[src/rtl/wdt_pkg.sv]
// Package: shared constants, the expiry action encoding and the
// interval-code to tick-count mapping for the keyed watchdog.
// Assumes byte addresses and a half-second tick base.
package wdt_pkg;

    localparam int TICK_W = 6;

    localparam logic [7:0] OFS_CTRL = 8'h10;
    localparam logic [7:0] OFS_CFG  = 8'h14;
    localparam logic [7:0] OFS_MODE = 8'h18;

    // Exact word that restarts the countdown (bit 0 = 1, key 0xA57 in 12:1).
    localparam logic [31:0] RESTART_WORD = 32'h0000_14AF;

    typedef enum logic [1:0] {
        ACT_NONE  = 2'b00,
        ACT_RESET = 2'b01,
        ACT_IRQ   = 2'b10,
        ACT_IDLE  = 2'b11
    } wdt_action_e;

    // Number of half-second ticks for an interval code.
    function automatic logic [TICK_W-1:0] code_to_ticks(input logic [3:0] code);
        logic [TICK_W-1:0] c;
        c = TICK_W'(code);
        if (code == 4'd0)       return TICK_W'(1);
        else if (code <= 4'd6)  return TICK_W'(c << 1);
        else if (code <= 4'd11) return TICK_W'((c << 2) - TICK_W'(12));
        else                    return TICK_W'(32);
    endfunction

endpackage

[src/rtl/wdt_regs.sv]
// Register file: decodes the three registers and produces the start,
// stop and keyed-restart strobes.
// Assumes single-cycle writes and combinational reads.
module wdt_regs #(
    parameter int ADDR_W = 8,
    parameter int DATA_W = 32
) (
    input  logic              clk,
    input  logic              rst_n,
    input  logic              bus_we,
    input  logic [ADDR_W-1:0] bus_addr,
    input  logic [DATA_W-1:0] bus_wdata,
    output logic [DATA_W-1:0] bus_rdata,
    output logic              en_q,
    output logic [3:0]        code_q,
    output logic [1:0]        act_q,
    output logic              start_w,
    output logic              stop_w,
    output logic              restart_w,
    output logic [3:0]        load_code
);
    import wdt_pkg::*;

    localparam logic [ADDR_W-1:0] A_CTRL = ADDR_W'(OFS_CTRL);
    localparam logic [ADDR_W-1:0] A_CFG  = ADDR_W'(OFS_CFG);
    localparam logic [ADDR_W-1:0] A_MODE = ADDR_W'(OFS_MODE);
    localparam logic [DATA_W-1:0] KEYED  = DATA_W'(RESTART_WORD);

    logic wr_ctrl, wr_cfg, wr_mode;

    // Address decode of the current write.
    always_comb begin
        wr_ctrl = bus_we && (bus_addr == A_CTRL);
        wr_cfg  = bus_we && (bus_addr == A_CFG);
        wr_mode = bus_we && (bus_addr == A_MODE);
    end

    // Control strobes: start on an enabling write, stop on a disabling one,
    // restart on the exact keyed word while enabled.
    always_comb begin
        start_w   = wr_mode && bus_wdata[0] && !en_q;
        stop_w    = wr_mode && !bus_wdata[0];
        restart_w = wr_ctrl && (bus_wdata == KEYED) && en_q;
        load_code = start_w ? bus_wdata[7:4] : code_q;
    end

    // Stored register fields.
    always_ff @(posedge clk) begin
        if (!rst_n) begin
            en_q   <= 1'b0;
            code_q <= 4'd0;
            act_q  <= 2'b00;
        end else begin
            if (wr_cfg)  act_q <= bus_wdata[1:0];
            if (wr_mode) begin
                en_q   <= bus_wdata[0];
                code_q <= bus_wdata[7:4];
            end
        end
    end

    // Read-back mux; control reads as zero.
    always_comb begin
        bus_rdata = '0;
        if (bus_addr == A_CFG) begin
            bus_rdata[1:0] = act_q;
        end else if (bus_addr == A_MODE) begin
            bus_rdata[0]   = en_q;
            bus_rdata[7:4] = code_q;
        end
    end

endmodule

[src/rtl/wdt_prescaler.sv]
// Prescaler: emits one tick every HALF_SEC_CYCLES clocks while running.
// A clear or a stopped state restarts the phase from zero.
module wdt_prescaler #(
    parameter int HALF_SEC_CYCLES = 62_500_000
) (
    input  logic clk,
    input  logic rst_n,
    input  logic run,
    input  logic clear,
    output logic tick
);
    localparam int PRE_W = (HALF_SEC_CYCLES > 1) ? $clog2(HALF_SEC_CYCLES) : 1;
    localparam logic [PRE_W-1:0] LAST = PRE_W'(HALF_SEC_CYCLES - 1);

    logic [PRE_W-1:0] pre_q;

    // Tick on the final cycle of each half-second period.
    always_comb tick = run && (pre_q == LAST);

    // Phase counter.
    always_ff @(posedge clk) begin
        if (!rst_n || !run || clear) pre_q <= '0;
        else if (tick)               pre_q <= '0;
        else                         pre_q <= pre_q + 1'b1;
    end

endmodule

[src/rtl/wdt_countdown.sv]
// Countdown: counts interval ticks down, strobes expire on the last one
// and reloads for the next period.
// A load has priority over expiry.
module wdt_countdown #(
    parameter int TICK_W = 6
) (
    input  logic              clk,
    input  logic              rst_n,
    input  logic              run,
    input  logic              load,
    input  logic [TICK_W-1:0] load_ticks,
    input  logic              tick,
    output logic              expire
);
    logic [TICK_W-1:0] cnt_q;

    // Expiry strobe on the tick that ends the interval.
    always_comb expire = run && tick && !load && (cnt_q == TICK_W'(1));

    // Tick counter with reload on restart or on expiry.
    always_ff @(posedge clk) begin
        if (!rst_n)     cnt_q <= '0;
        else if (load)  cnt_q <= load_ticks;
        else if (!run)  cnt_q <= '0;
        else if (tick)  cnt_q <= (cnt_q == TICK_W'(1)) ? load_ticks : cnt_q - 1'b1;
    end

endmodule

[src/rtl/wdt_action.sv]
// Expiry action: a fixed-length reset pulse or a level interrupt,
// chosen by the configuration field sampled at expiry.
module wdt_action #(
    parameter int RST_PULSE_CYCLES = 16
) (
    input  logic       clk,
    input  logic       rst_n,
    input  logic [1:0] act,
    input  logic       expire,
    input  logic       clear_irq,
    output logic       reset_o,
    output logic       irq_o
);
    import wdt_pkg::*;

    localparam int PW = $clog2(RST_PULSE_CYCLES + 1);

    logic [PW-1:0] pulse_q;

    // Reset pulse length counter.
    always_ff @(posedge clk) begin
        if (!rst_n)                               pulse_q <= '0;
        else if (expire && act == ACT_RESET)      pulse_q <= PW'(RST_PULSE_CYCLES);
        else if (pulse_q != '0)                   pulse_q <= pulse_q - 1'b1;
    end

    // Interrupt level; a clear wins over a simultaneous set.
    always_ff @(posedge clk) begin
        if (!rst_n || clear_irq)                  irq_o <= 1'b0;
        else if (expire && act == ACT_IRQ)        irq_o <= 1'b1;
    end

    // Drive the reset output.
    always_comb reset_o = (pulse_q != '0);

endmodule

[src/rtl/keyed_watchdog.sv]
// Top: keyed watchdog timer. Wires the register file, prescaler,
// countdown and expiry action.
// Assumes one clock domain and a synchronous active-low reset.
module keyed_watchdog #(
    parameter int ADDR_W           = 8,
    parameter int DATA_W           = 32,
    parameter int HALF_SEC_CYCLES  = 62_500_000,
    parameter int RST_PULSE_CYCLES = 16
) (
    input  logic              clk,
    input  logic              rst_n,
    input  logic              bus_we,
    input  logic [ADDR_W-1:0] bus_addr,
    input  logic [DATA_W-1:0] bus_wdata,
    output logic [DATA_W-1:0] bus_rdata,
    output logic              wd_reset_o,
    output logic              wd_irq_o
);
    import wdt_pkg::*;

    logic                en_q, start_w, stop_w, restart_w;
    logic [3:0]          code_q, load_code;
    logic [1:0]          act_q;
    logic                run, load, tick, expire;
    logic [TICK_W-1:0]   load_ticks;

    // Run state, load strobe and the interval of the code being loaded.
    always_comb begin
        run        = en_q && !stop_w;
        load       = start_w || restart_w;
        load_ticks = code_to_ticks(load_code);
    end

    wdt_regs #(.ADDR_W(ADDR_W), .DATA_W(DATA_W)) u_regs (
        .clk(clk), .rst_n(rst_n), .bus_we(bus_we), .bus_addr(bus_addr),
        .bus_wdata(bus_wdata), .bus_rdata(bus_rdata), .en_q(en_q),
        .code_q(code_q), .act_q(act_q), .start_w(start_w), .stop_w(stop_w),
        .restart_w(restart_w), .load_code(load_code)
    );

    wdt_prescaler #(.HALF_SEC_CYCLES(HALF_SEC_CYCLES)) u_pre (
        .clk(clk), .rst_n(rst_n), .run(run), .clear(load), .tick(tick)
    );

    wdt_countdown #(.TICK_W(TICK_W)) u_cnt (
        .clk(clk), .rst_n(rst_n), .run(run), .load(load),
        .load_ticks(load_ticks), .tick(tick), .expire(expire)
    );

    wdt_action #(.RST_PULSE_CYCLES(RST_PULSE_CYCLES)) u_act (
        .clk(clk), .rst_n(rst_n), .act(act_q), .expire(expire),
        .clear_irq(restart_w || stop_w), .reset_o(wd_reset_o), .irq_o(wd_irq_o)
    );

endmodule

[config.mk]
export PLATFORM = sky130hd
export DESIGN_NAME = keyed_watchdog
export DESIGN_NICKNAME = d
export VERILOG_FILES = /design/src/rtl/wdt_pkg.sv /design/src/rtl/wdt_regs.sv /design/src/rtl/wdt_prescaler.sv /design/src/rtl/wdt_countdown.sv /design/src/rtl/wdt_action.sv /design/src/rtl/keyed_watchdog.sv
export SDC_FILE = /design/constraint.sdc
export NUM_CORES = 1
export LEC_CHECK = 0
export BUFFER_PORTS_ARGS = -buffer_cell sky130_fd_sc_hd__buf_2
export CAP_MARGIN = 10
export CORE_AREA = 2 2 75 77
export CTS_CLUSTER_SIZE = 24
export DETAILED_ROUTE_END_ITERATION = 7
export DIE_AREA = 0 0 77 79
export HOLD_SLACK_MARGIN = 0.15
export PLACE_DENSITY_LB_ADDON = 0.2
export SLEW_MARGIN = 20
export SYNTH_ARGS = -nofsm -noshare
export SYNTH_HDL_FRONTEND = slang
export SYNTH_HIERARCHICAL = 1
export SYNTH_SLANG_ARGS = --single-unit
[constraint.sdc]
create_clock -name clk -period 6.2 [get_ports clk]
set_clock_uncertainty 0.2 [all_clocks]
set_input_delay 0.31 -clock clk [delete_from_list [all_inputs] [get_ports clk]]
set_output_delay 0.31 -clock clk [all_outputs]
set_load 0.05 [all_outputs]
[Word level (Yosys, flattened, before mapping)]
Index checks and enable logic that the tools add are counted.
Operators by class
  add/subtract/negate cells: 4
  $lt $le $gt $ge: 2
  equality and inequality tests: 9
  muxes and demuxes: 15
  bitwise gates (word level): 1
  reduce and logical (&&, ||, !) cells: 31
Operator list (number)
  $mux 6: 7
  $eq 32x13->1 const B: 1
  $add 26x1->26 const B: 1
  $eq 26x26->1 const B: 1
  $eq 8x5->1 const B: 3
  $logic_and 1x1->1: 15
  $mux 4: 3
  $mux 5: 2
  $eq 6x1->1 const B: 1
  $logic_not 1->1: 6
  $sub 6x1->6 const B: 1
  $sub 6x4->6 const B: 1
  $logic_or 1x1->1: 5
  $reduce_bool 5->1: 1
  $sub 5x1->5 const B: 1
  $le 4x3->1 const B: 1
  $le 4x4->1 const B: 1
  $logic_not 4->1: 1
  $reduce_or 2->1: 2
  $mux 1: 3
  $ne 3x3->1 const B: 1
  $eq 2x1->1 const B: 1
  $eq 2x2->1 const B: 1
  $reduce_bool 2->1: 1
  $not 1->1: 1
Storage, ports and cells
  register bits after elaboration: 45
  output and inout bits: 34

[Depth between registers and ports, before layout]
Gate-level depths: netlist of the first run.
  word-level depth: 13
  mapped depth: 12
  mapped depth without buffers: 12

[Cells and area by module]
The synthesis of the first run kept the hierarchy.
Modules (own cells, without submodules)
  wdt_prescaler: instances 1, cells each 156, area each 1313.8 um^2, seq. area each 520.5 um^2
  wdt_regs: instances 1, cells each 94, area each 764.5 um^2, seq. area each 140.1 um^2
  wdt_countdown: instances 1, cells each 64, area each 450.4 um^2, seq. area each 120.1 um^2
  wdt_action: instances 1, cells each 29, area each 276.5 um^2, seq. area each 120.1 um^2
  keyed_watchdog: instances 1, cells each 26, area each 186.4 um^2, seq. area each 0.0 um^2

[Least setup slack after synthesis of the first run]
Ideal clock, no wire load.
  path type: input to register
  start point: input bus_addr[5]
  end point: register u_act.pulse_q[1]
  arrival: 2198 ps
  path slack: 3722 ps
  stages: 11
  path through: nor4b_4 > and3_2 > buf_4 > and2_1 > or2_2 > clkbuf_1 > nor2b_1 > and3_1 > nand3b_1 > nand2_1 > a211oi_2
On the way
  elaborated cells on any way between the ends: 19
  those cells by class: eq/ne (2); reduce/logical (17)
RTL lines
  from (decl): line keyed_watchdog.sv:13  | input logic [ADDR_W-1:0] bus_addr,
  $eq 8x5->1: line wdt_regs.sv:35  | wr_mode = bus_we && (bus_addr == A_MODE);
  $logic_and 1x1->1: line wdt_regs.sv:35
  $logic_and 1x1->1 (2 in series): line wdt_regs.sv:41  | start_w = wr_mode && bus_wdata[0] && !en_q;
  via start_w: line keyed_watchdog.sv:21  | logic en_q, start_w, stop_w, restart_w;
  $logic_or 1x1->1: line keyed_watchdog.sv:30  | load = start_w || restart_w;
  via load: line keyed_watchdog.sv:24  | logic run, load, tick, expire;
  $logic_not 1->1: line wdt_countdown.sv:18  | always_comb expire = run && tick && !load && (cnt_q == TICK_W'(1));
  $logic_and 1x1->1 (2 in series): line wdt_countdown.sv:18
  via expire: line keyed_watchdog.sv:24
  $logic_and 1x1->1: line wdt_action.sv:23  | else if (expire && act == ACT_RESET) pulse_q <= PW'(RST_PULSE_CYCLES);
  $reduce_or 2->1 (no source line)
  to (signal assigned): line wdt_action.sv:23
  to (signal assigned): line wdt_action.sv:24  | else if (pulse_q != '0) pulse_q <= pulse_q - 1'b1;
  to (decl): line wdt_action.sv:18  | logic [PW-1:0] pulse_q;
The timed path passes the listed nets, and every way through them passes these cells.
A chain may end at the register's enable or synchronous reset.

[Worst setup path after layout of the first run]
  start point: input bus_wdata[0]
  end point: register u_act.pulse_q[0]
On the way
  cells in the longest elaborated chain, start to end: 10
  elaborated cells on any way between the ends: 17
  those cells by class: eq/ne (1); reduce/logical (16)
RTL lines
  from (decl): line keyed_watchdog.sv:14  | input logic [DATA_W-1:0] bus_wdata,
  $logic_not 1->1: line wdt_regs.sv:42  | stop_w = wr_mode && !bus_wdata[0];
  $logic_and 1x1->1: line wdt_regs.sv:42
  via stop_w: line keyed_watchdog.sv:21
  $logic_not 1->1: line keyed_watchdog.sv:29  | run = en_q && !stop_w;
  $logic_and 1x1->1: line keyed_watchdog.sv:29
  via run: line keyed_watchdog.sv:24
  $logic_and 1x1->1: line wdt_prescaler.sv:18  | always_comb tick = run && (pre_q == LAST);
  via tick: line keyed_watchdog.sv:24
  $logic_and 1x1->1 (3 in series): line wdt_countdown.sv:18
  via expire: line keyed_watchdog.sv:24
  $logic_and 1x1->1: line wdt_action.sv:23
  $reduce_or 2->1 (no source line)
The timed path passes the listed nets, and every way through them passes these cells.

==> reports/qor.csv, run 1 <==
metric,value,unit
Setup crit start,bus_wdata[0],
I/O Buffers,50,
worst slew pin tran,0.623,ns
total CTS buffers,5,
Crit-path slowest cell,dlygate4sd3_1,
final-report max-slew violation count,0,
nets@finish,470,
CTS sink count,45,
Max Root-Sink Buffers,2,
"Hold Vio Cnt, Final",0,
post-CTS sizing,0,
dpl cells,479,
Setup crit end,u_act/pulse_q[0],
met1 Use GR,25.4,%
per-cell routed wire length,13.6,µm
layout cells sized above 1,19.5,%
PD cells,196,mW/mm²
CP Launch Type,input port,
vias in the first global route,2678,
synthesis-to-finish area growth,11.3,%
syn_area_per_cell,8.11,µm²
Die H,79,µm
grt ovf,0,
launch point of the worst reg-to-reg path,u_regs/en_q,
hold depth,4,
WL final,6690,µm
Leakage,1.26,nW
"Top FF cell, synth",dfxtp_1,
post-route design area,0.00333,mm²
ant diodes,0,
reg-to-reg endpoint,u_act/pulse_q[0],
dpl hpwl,4980,µm
Async SR Flop Fraction,0,%
Synth top area share,30.1,%
Top Usage Layer GRT,met2,
leading area contributor after synthesis,dfxtp_1,
Syn. warnings,6,
vias per cell,5.60,
flop-to-flop setup slack,3.60,ns
Worst EP arrival,2.88,ns
H-tree depth,2,
CP most frequent cell,nor2_1,
"Seq/Total Area, Yosys",30.1,%
Fmax,348,MHz
Max stage delay on crit path,0.53,ns
CP Max Fanout,8,
CP Capture Type,flop,
antenna violations before repair,0,
most frequent cell after synthesis,dfxtp_1,
TritonCTS clock tree,yes,
Mapped Cells,369,
Initial DRC Count,117,
GPL Wtd Cong,0.861,
Pre-antenna DRT Iters,4,
Final ANT Viol Nets,0,
worst rel slew slack,58.1,%
final setup fails,0,
CTS root buf,clkbuf_8,
pin count of the biggest net entering global routing,27,
Finished Layout Cells,492,
VDD IR-drop max,0.180,mV
core area,0.00534,mm²
hold_sp,bus_addr[5],
post-layout util,62.4,%
overall routing resource usage,23.0,%
num ports,77,
result of the run,completed,
setup_tns,0,ns
CP Depth,11,
Seq cells post-synth,45,
Area contributors post-synth,"dfxtp_1 (30%), buf_4 (6.8%), nand2_1 (4.3%)",
setup repair bufs after CTS,0,
CP bufs+invs,2,
Clock Latency Late Sink,0.29,ns
Final Power,0.652,mW
RSZ-0062 raised after global routing,no,
clk slew on worst S/H paths,0.08,ns
hold crit path type,input port to flop,
first-pass GRT wire length,11500,µm
cell count of the worst reg-to-reg path,8,
M2 GR Usage,42.7,%
family with the most delay on the worst path,simple AND/OR/NAND/NOR gates,
DRC,0,
max-cap violation count,0,
# rows,27,
M3 GR Usage,4.77,%
Synth cell types,61,
crit-path cells,dlygate4sd3_1 -> buf_2 -> nor2_1 -> nor2b_1 -> and4bb_2 -> nand4_1 -> nor3_1 -> and3_1 -> nand3b_1 -> nand2_1 -> nor2_1,
Netlist Area Pre-Place,0.00299,mm²
"Data required, critical path",6.20,ns
fin crit share,46.4,%
total number of vias,2753,
die area,0.00608,mm²
number of synthesized flops with an enable pin,0,
critical path type,input port to flop,
Die X,77,µm
Final min period,2.88,ns
Area after DPL,0.00318,mm²
Initial Util,56.0,%
most frequent cells after synthesis,"dfxtp_1 (45), nand2_1 (34), nor2_1 (31)",
-- layout make-up --
type | instances | area, µm²
clock inverter | 1 | 7.51
fill | 504 | 2010
sequential | 45 | 901
multi-input combinational | 300 | 1890
clock buffer | 6 | 82.6
inverter | 11 | 41.3
timing repair buffer | 57 | 318
tap | 72 | 90.1
-- worst min-delay path: cells and delay by family --
kind                   cells  cell delay [ns]
buffers and inverters      1             0.10
multiplexers               1             0.08
AND/OR/NAND/NOR            2             0.18
-- cell usage in the layout (no fill, tap or decap), types with 6 or more instances in the layout --
cell type and n:
ha_1 7, and2_1 7, o21ai_0 15, clkbuf_8 6
dfxtp_1 45, nor2b_1 9, or3_1 10, nand4_1 17
dlygate4sd3_1 6, nor3_1 8, conb_1 26, a21oi_1 18
buf_2 50, nand3_1 14, mux2i_1 7, nor2_1 31
xor2_1 11, inv_1 11, xnor2_1 8, nand2_1 34
-- report_power, final --
group	leakage (nW)	switching (mW)	internal, mW
sequential	0.363	0.0109	0.301
combinational	0.851	0.102	0.0554
clock	0.0433	0.0945	0.0881
total	1.26	0.207	0.445
-- layer usage --
metal	wire (µm)	vias to the layer above
li1	-	1378
met5	0	-
met1	2790	1277
met3	332	13
met4	133	0
met2	3430	85
-- state kept, by name, indices dropped and copies added, names as in the netlist --
signal,flops
u_act/irq_o,1
u_act/pulse_q,5
u_cnt/cnt_q,6
u_pre/pre_q,26
u_regs/act_q,2
u_regs/code_q,4
u_regs/en_q,1
-- repair_timing --
action,CTS,global route
hold buffers,6,0
endpoints found under the setup margin,0,0
hold endpoints to repair,7,0
-- how the worst min path moves through the flow --
stage	slack, ns	end
after CTS	0.22	u_regs/act_q[1]
after floorplan	0.21	u_cnt/cnt_q[3]
after detailed placement	0.27	u_pre/pre_q[0]
after global routing	0.23	u_regs/en_q
final	0.23	u_regs/act_q[1]
after global placement	0.26	u_pre/pre_q[0]
-- cells by family (layout without fill, tap and decap cells) --
logic type                 count (synthesis)  in the layout  synth area share, %
AOI/OAI and AO/OA                         58             58                 12.1
xor gates and xnor gates                  19             19                 5.56
adders and majority gates                  7              7                 2.93
buffers and inverters                     49             75                 9.87
DFF                                       45             45                 30.1
muxes                                     11             11                 3.85
other                                      1             26                0.125
and+or+nand+nor                          179            179                 35.4
-- per-stage QoR --
step | setup slack (ns) | hold WS (ns)
after floorplan | 3.72 | 0.213
after global placement | 3.38 | 0.256
after detailed placement | 3.27 | 0.272
after CTS | 3.37 | 0.220
after global routing | 3.10 | 0.232
final | 3.32 | 0.226
No activity file was read; power rests on OpenSTA's default activity.
==> run 2, diff against run 1 <==
--- a/config.mk
+++ b/config.mk
@@ -7,10 +7,10 @@
 export LEC_CHECK = 0
 export BUFFER_PORTS_ARGS = -buffer_cell sky130_fd_sc_hd__buf_2
 export CAP_MARGIN = 10
-export CORE_AREA = 2 2 75 77
+export CORE_AREA = 2 2 82 84
 export CTS_CLUSTER_SIZE = 24
 export DETAILED_ROUTE_END_ITERATION = 7
-export DIE_AREA = 0 0 77 79
+export DIE_AREA = 0 0 84 86
 export HOLD_SLACK_MARGIN = 0.15
 export PLACE_DENSITY_LB_ADDON = 0.2
 export SLEW_MARGIN = 20
==> constraint.sdc (replaced) <==
create_clock -name clk -period 2.6 [get_ports clk]
set_clock_uncertainty 0.2 [all_clocks]
set_input_delay 0.13 -clock clk [delete_from_list [all_inputs] [get_ports clk]]
set_output_delay 0.13 -clock clk [all_outputs]
set_load 0.05 [all_outputs]
==> reports/qor.csv, run 2 (synthesis gave the netlist of run 1 again) <==
metric,value,unit,change
result of the run,completed,,unchanged
VDD IR-drop max,0.576,mV,was 0.180 mV
sw power,0.512,mW,was 0.207 mW
"commonest non-fill, non-tap cell in the layout",buf_2,,unchanged
num ports,77,,unchanged
post-route design area,0.00361,mm²,was 0.00333 mm²
CTS root buf,clkbuf_8,,unchanged
Pre-antenna DRT Iters,4,,unchanged
vias per cell,5.51,,was 5.60
total number of vias,2874,,was 2753
final-report max-slew violation count,0,,unchanged
setup_tns,0,ns,unchanged
P_int,1.17,mW,was 0.445 mW
Clock Power Share,33.0,%,was 28.0%
Comb pwr share,22.8,%,was 24.1%
Area after DPL,0.00324,mm²,was 0.00318 mm²
"Hold Vio Cnt, Final",0,,unchanged
max FFs per register,26,,unchanged
PD cells,466,mW/mm²,was 196 mW/mm²
Crit-path slowest cell,dlygate4sd3_1,,unchanged
Die H,86,µm,was 79 µm
CP Capture Type,flop,,unchanged
Worst EP arrival,2.44,ns,was 2.88 ns
max-cap violation count,0,,unchanged
met1 Use GR,23.7,%,was 25.4%
CP Max Fanout,3,,was 8
hold crit path type,input port to flop,,unchanged
Initial DRC Count,106,,was 117
launch point of the worst reg-to-reg path,u_regs/en_q,,unchanged
core area,0.00628,mm²,was 0.00534 mm²
per-cell routed wire length,13.5,µm,was 13.6 µm
pin count of the biggest net entering global routing,27,,unchanged
M3 GR Usage,3.85,%,was 4.77%
vias in the first global route,2620,,was 2678
CP most frequent cell,dlygate4sd3_1,,was nor2_1
Setup crit end,u_regs/act_q[0],,was u_act/pulse_q[0]
H-tree depth,2,,unchanged
crit-path cells,buf_2 -> dlygate4sd3_1 -> nor2b_1 -> dlygate4sd3_1 -> nand3_1 -> dlygate4sd3_1 -> mux2i_1,,was dlygate4sd3_1 -> buf_2 -> nor2_1 -> nor2b_1 -> and4bb_2 -> nand4_1 -> nor3_1 -> and3_1 -> nand3b_1 -> nand2_1 -> nor2_1
critical path type,input port to flop,,unchanged
WL final,7060,µm,was 6690 µm
# rows,29,,was 27
cell count of the worst reg-to-reg path,9,,was 8
Top Usage Layer GRT,met2,,unchanged
flop-to-flop setup slack,0.22,ns,was 3.60 ns
layout cells sized above 1,20.9,%,was 19.5%
TritonCTS clock tree,yes,,unchanged
first-pass GRT wire length,11600,µm,was 11500 µm
nets@finish,494,,was 470
Max stage delay on crit path,0.61,ns,was 0.53 ns
Leakage,1.40,nW,was 1.26 nW
CTS sink count,45,,unchanged
total CTS buffers,5,,unchanged
M2 GR Usage,33.2,%,was 42.7%
clk slew on worst S/H paths,0.08,ns,about the same
synthesis-to-finish area growth,20.7,%,was 11.3%
I/O Buffers,50,,unchanged
Initial Util,47.7,%,was 56.0%
final setup fails,0,,unchanged
ant diodes,0,,unchanged
CP Launch Type,input port,,unchanged
"Data required, critical path",2.60,ns,was 6.20 ns
Setup crit start,bus_addr[3],,was bus_wdata[0]
fin crit share,93.9,%,
DRC,0,,unchanged
reg-to-reg endpoint,u_cnt/cnt_q[3],,was u_act/pulse_q[0]
Max Root-Sink Buffers,2,,unchanged
Top reg by flops,u_pre/pre_q,,unchanged
Seq pwr share,44.3,%,was 47.9%
Final ANT Viol Nets,0,,unchanged
Die X,84,µm,was 77 µm
overall routing resource usage,19.4,%,was 23.0%
most frequent cells in the layout,"buf_2 (50), dfxtp_1 (45), nand2_1 (34)",,unchanged
die area,0.00722,mm²,was 0.00608 mm²
Fmax,409,MHz,
antenna violations before repair,0,,unchanged
dpl hpwl,5070,µm,was 4980 µm
Hold WS,0.213,ns,was 0.226 ns
GPL Wtd Cong,0.841,,was 0.861
Final min period,2.44,ns,
switching share of power,30.4,%,was 31.8%
grt ovf,0,,unchanged
RSZ-0062 raised after global routing,no,,unchanged
Top Registers,"u_pre/pre_q: 26 flops, u_cnt/cnt_q: 6 flops, u_act/pulse_q: 5 flops",,unchanged
Clock Latency Late Sink,0.30,ns,was 0.29 ns
## run 2: cell count changes in the layout (fill, tap and decap cells not counted)
cell and change:
bufinv_16 +1, buf_4 +7, dlygate4sd3_1 +16, o31ai_2 +1
or2_2 -1, buf_12 +1, o31ai_1 -1, or2_4 +1
nor4_1 -1, nor4_2 +1
## run 2: power by group through the flow
stage	registers, mW	clock network (mW)	logic, mW
2_1_floorplan	0.755	0	0.352
3_3_place_gp	0.760	0	0.359
3_5_place_dp	0.762	0	0.365
4_1_cts	0.746	0.574	0.384
5_1_grt	0.752	0.600	0.415
6_report	0.746	0.555	0.384
## run 2: metal layers
metal / up-vias / part of all wire [%]
li1: 1434 / -
met3: 16 / 6.5
met1: 1320 / 44
met4: 0 / 2.0
met2: 104 / 47
met5: - / 0
## run 2: metrics by stage
stage / instances / worst slack (ns) / power (mW) / utilization, %
3_5_place_dp: 489 / 0.0111 / 1.13 / 51.5
5_1_grt: 522 / 0.0570 / 1.77 / 57.5
2_1_floorplan: 394 / 0.302 / 1.11 / -
6_report: 522 / 0.158 / 1.68 / 57.5
4_1_cts: 519 / 0.0847 / 1.70 / 57.0
3_3_place_gp: 489 / 0.0953 / 1.12 / 51.5
## run 2: how the worst min path moves through the flow
stage	from	to	slack [ns]	depth (start not counted)
after global placement	bus_wdata[1]	u_regs/act_q[1]	0.21	3
after CTS	bus_wdata[6]	u_cnt/cnt_q[1]	0.20	5
after detailed placement	bus_wdata[1]	u_regs/act_q[1]	0.20	3
final	bus_wdata[4]	u_cnt/cnt_q[2]	0.21	5
after floorplan	rst_n	u_cnt/cnt_q[3]	0.03	2
after global routing	bus_wdata[4]	u_cnt/cnt_q[2]	0.25	5
## run 2: final cells by class
type | instances | area, µm²
Fill cell | 599 | 2670
Inverter | 11 | 41.3
Clock inverter | 2 | 37.5
Sequential cell | 45 | 901
Clock buffer | 6 | 82.6
Multi-Input combinational cell | 300 | 1900
Timing Repair Buffer | 81 | 551
Tap cell | 77 | 96.3
## run 2: critical path: cells and delay by family
family,cells,cell delay [ns]
buffers and inverters,4,1.88
multiplexers,1,0.12
AND/OR/NAND/NOR,2,0.31
## run 2: what timing repair did
action                                  CTS  global route
hold buffers                             22             0
gates resized for setup                   0             3
hold endpoints to repair                 19             0
setup buffers                             0             3
endpoints found under the setup margin    0            31
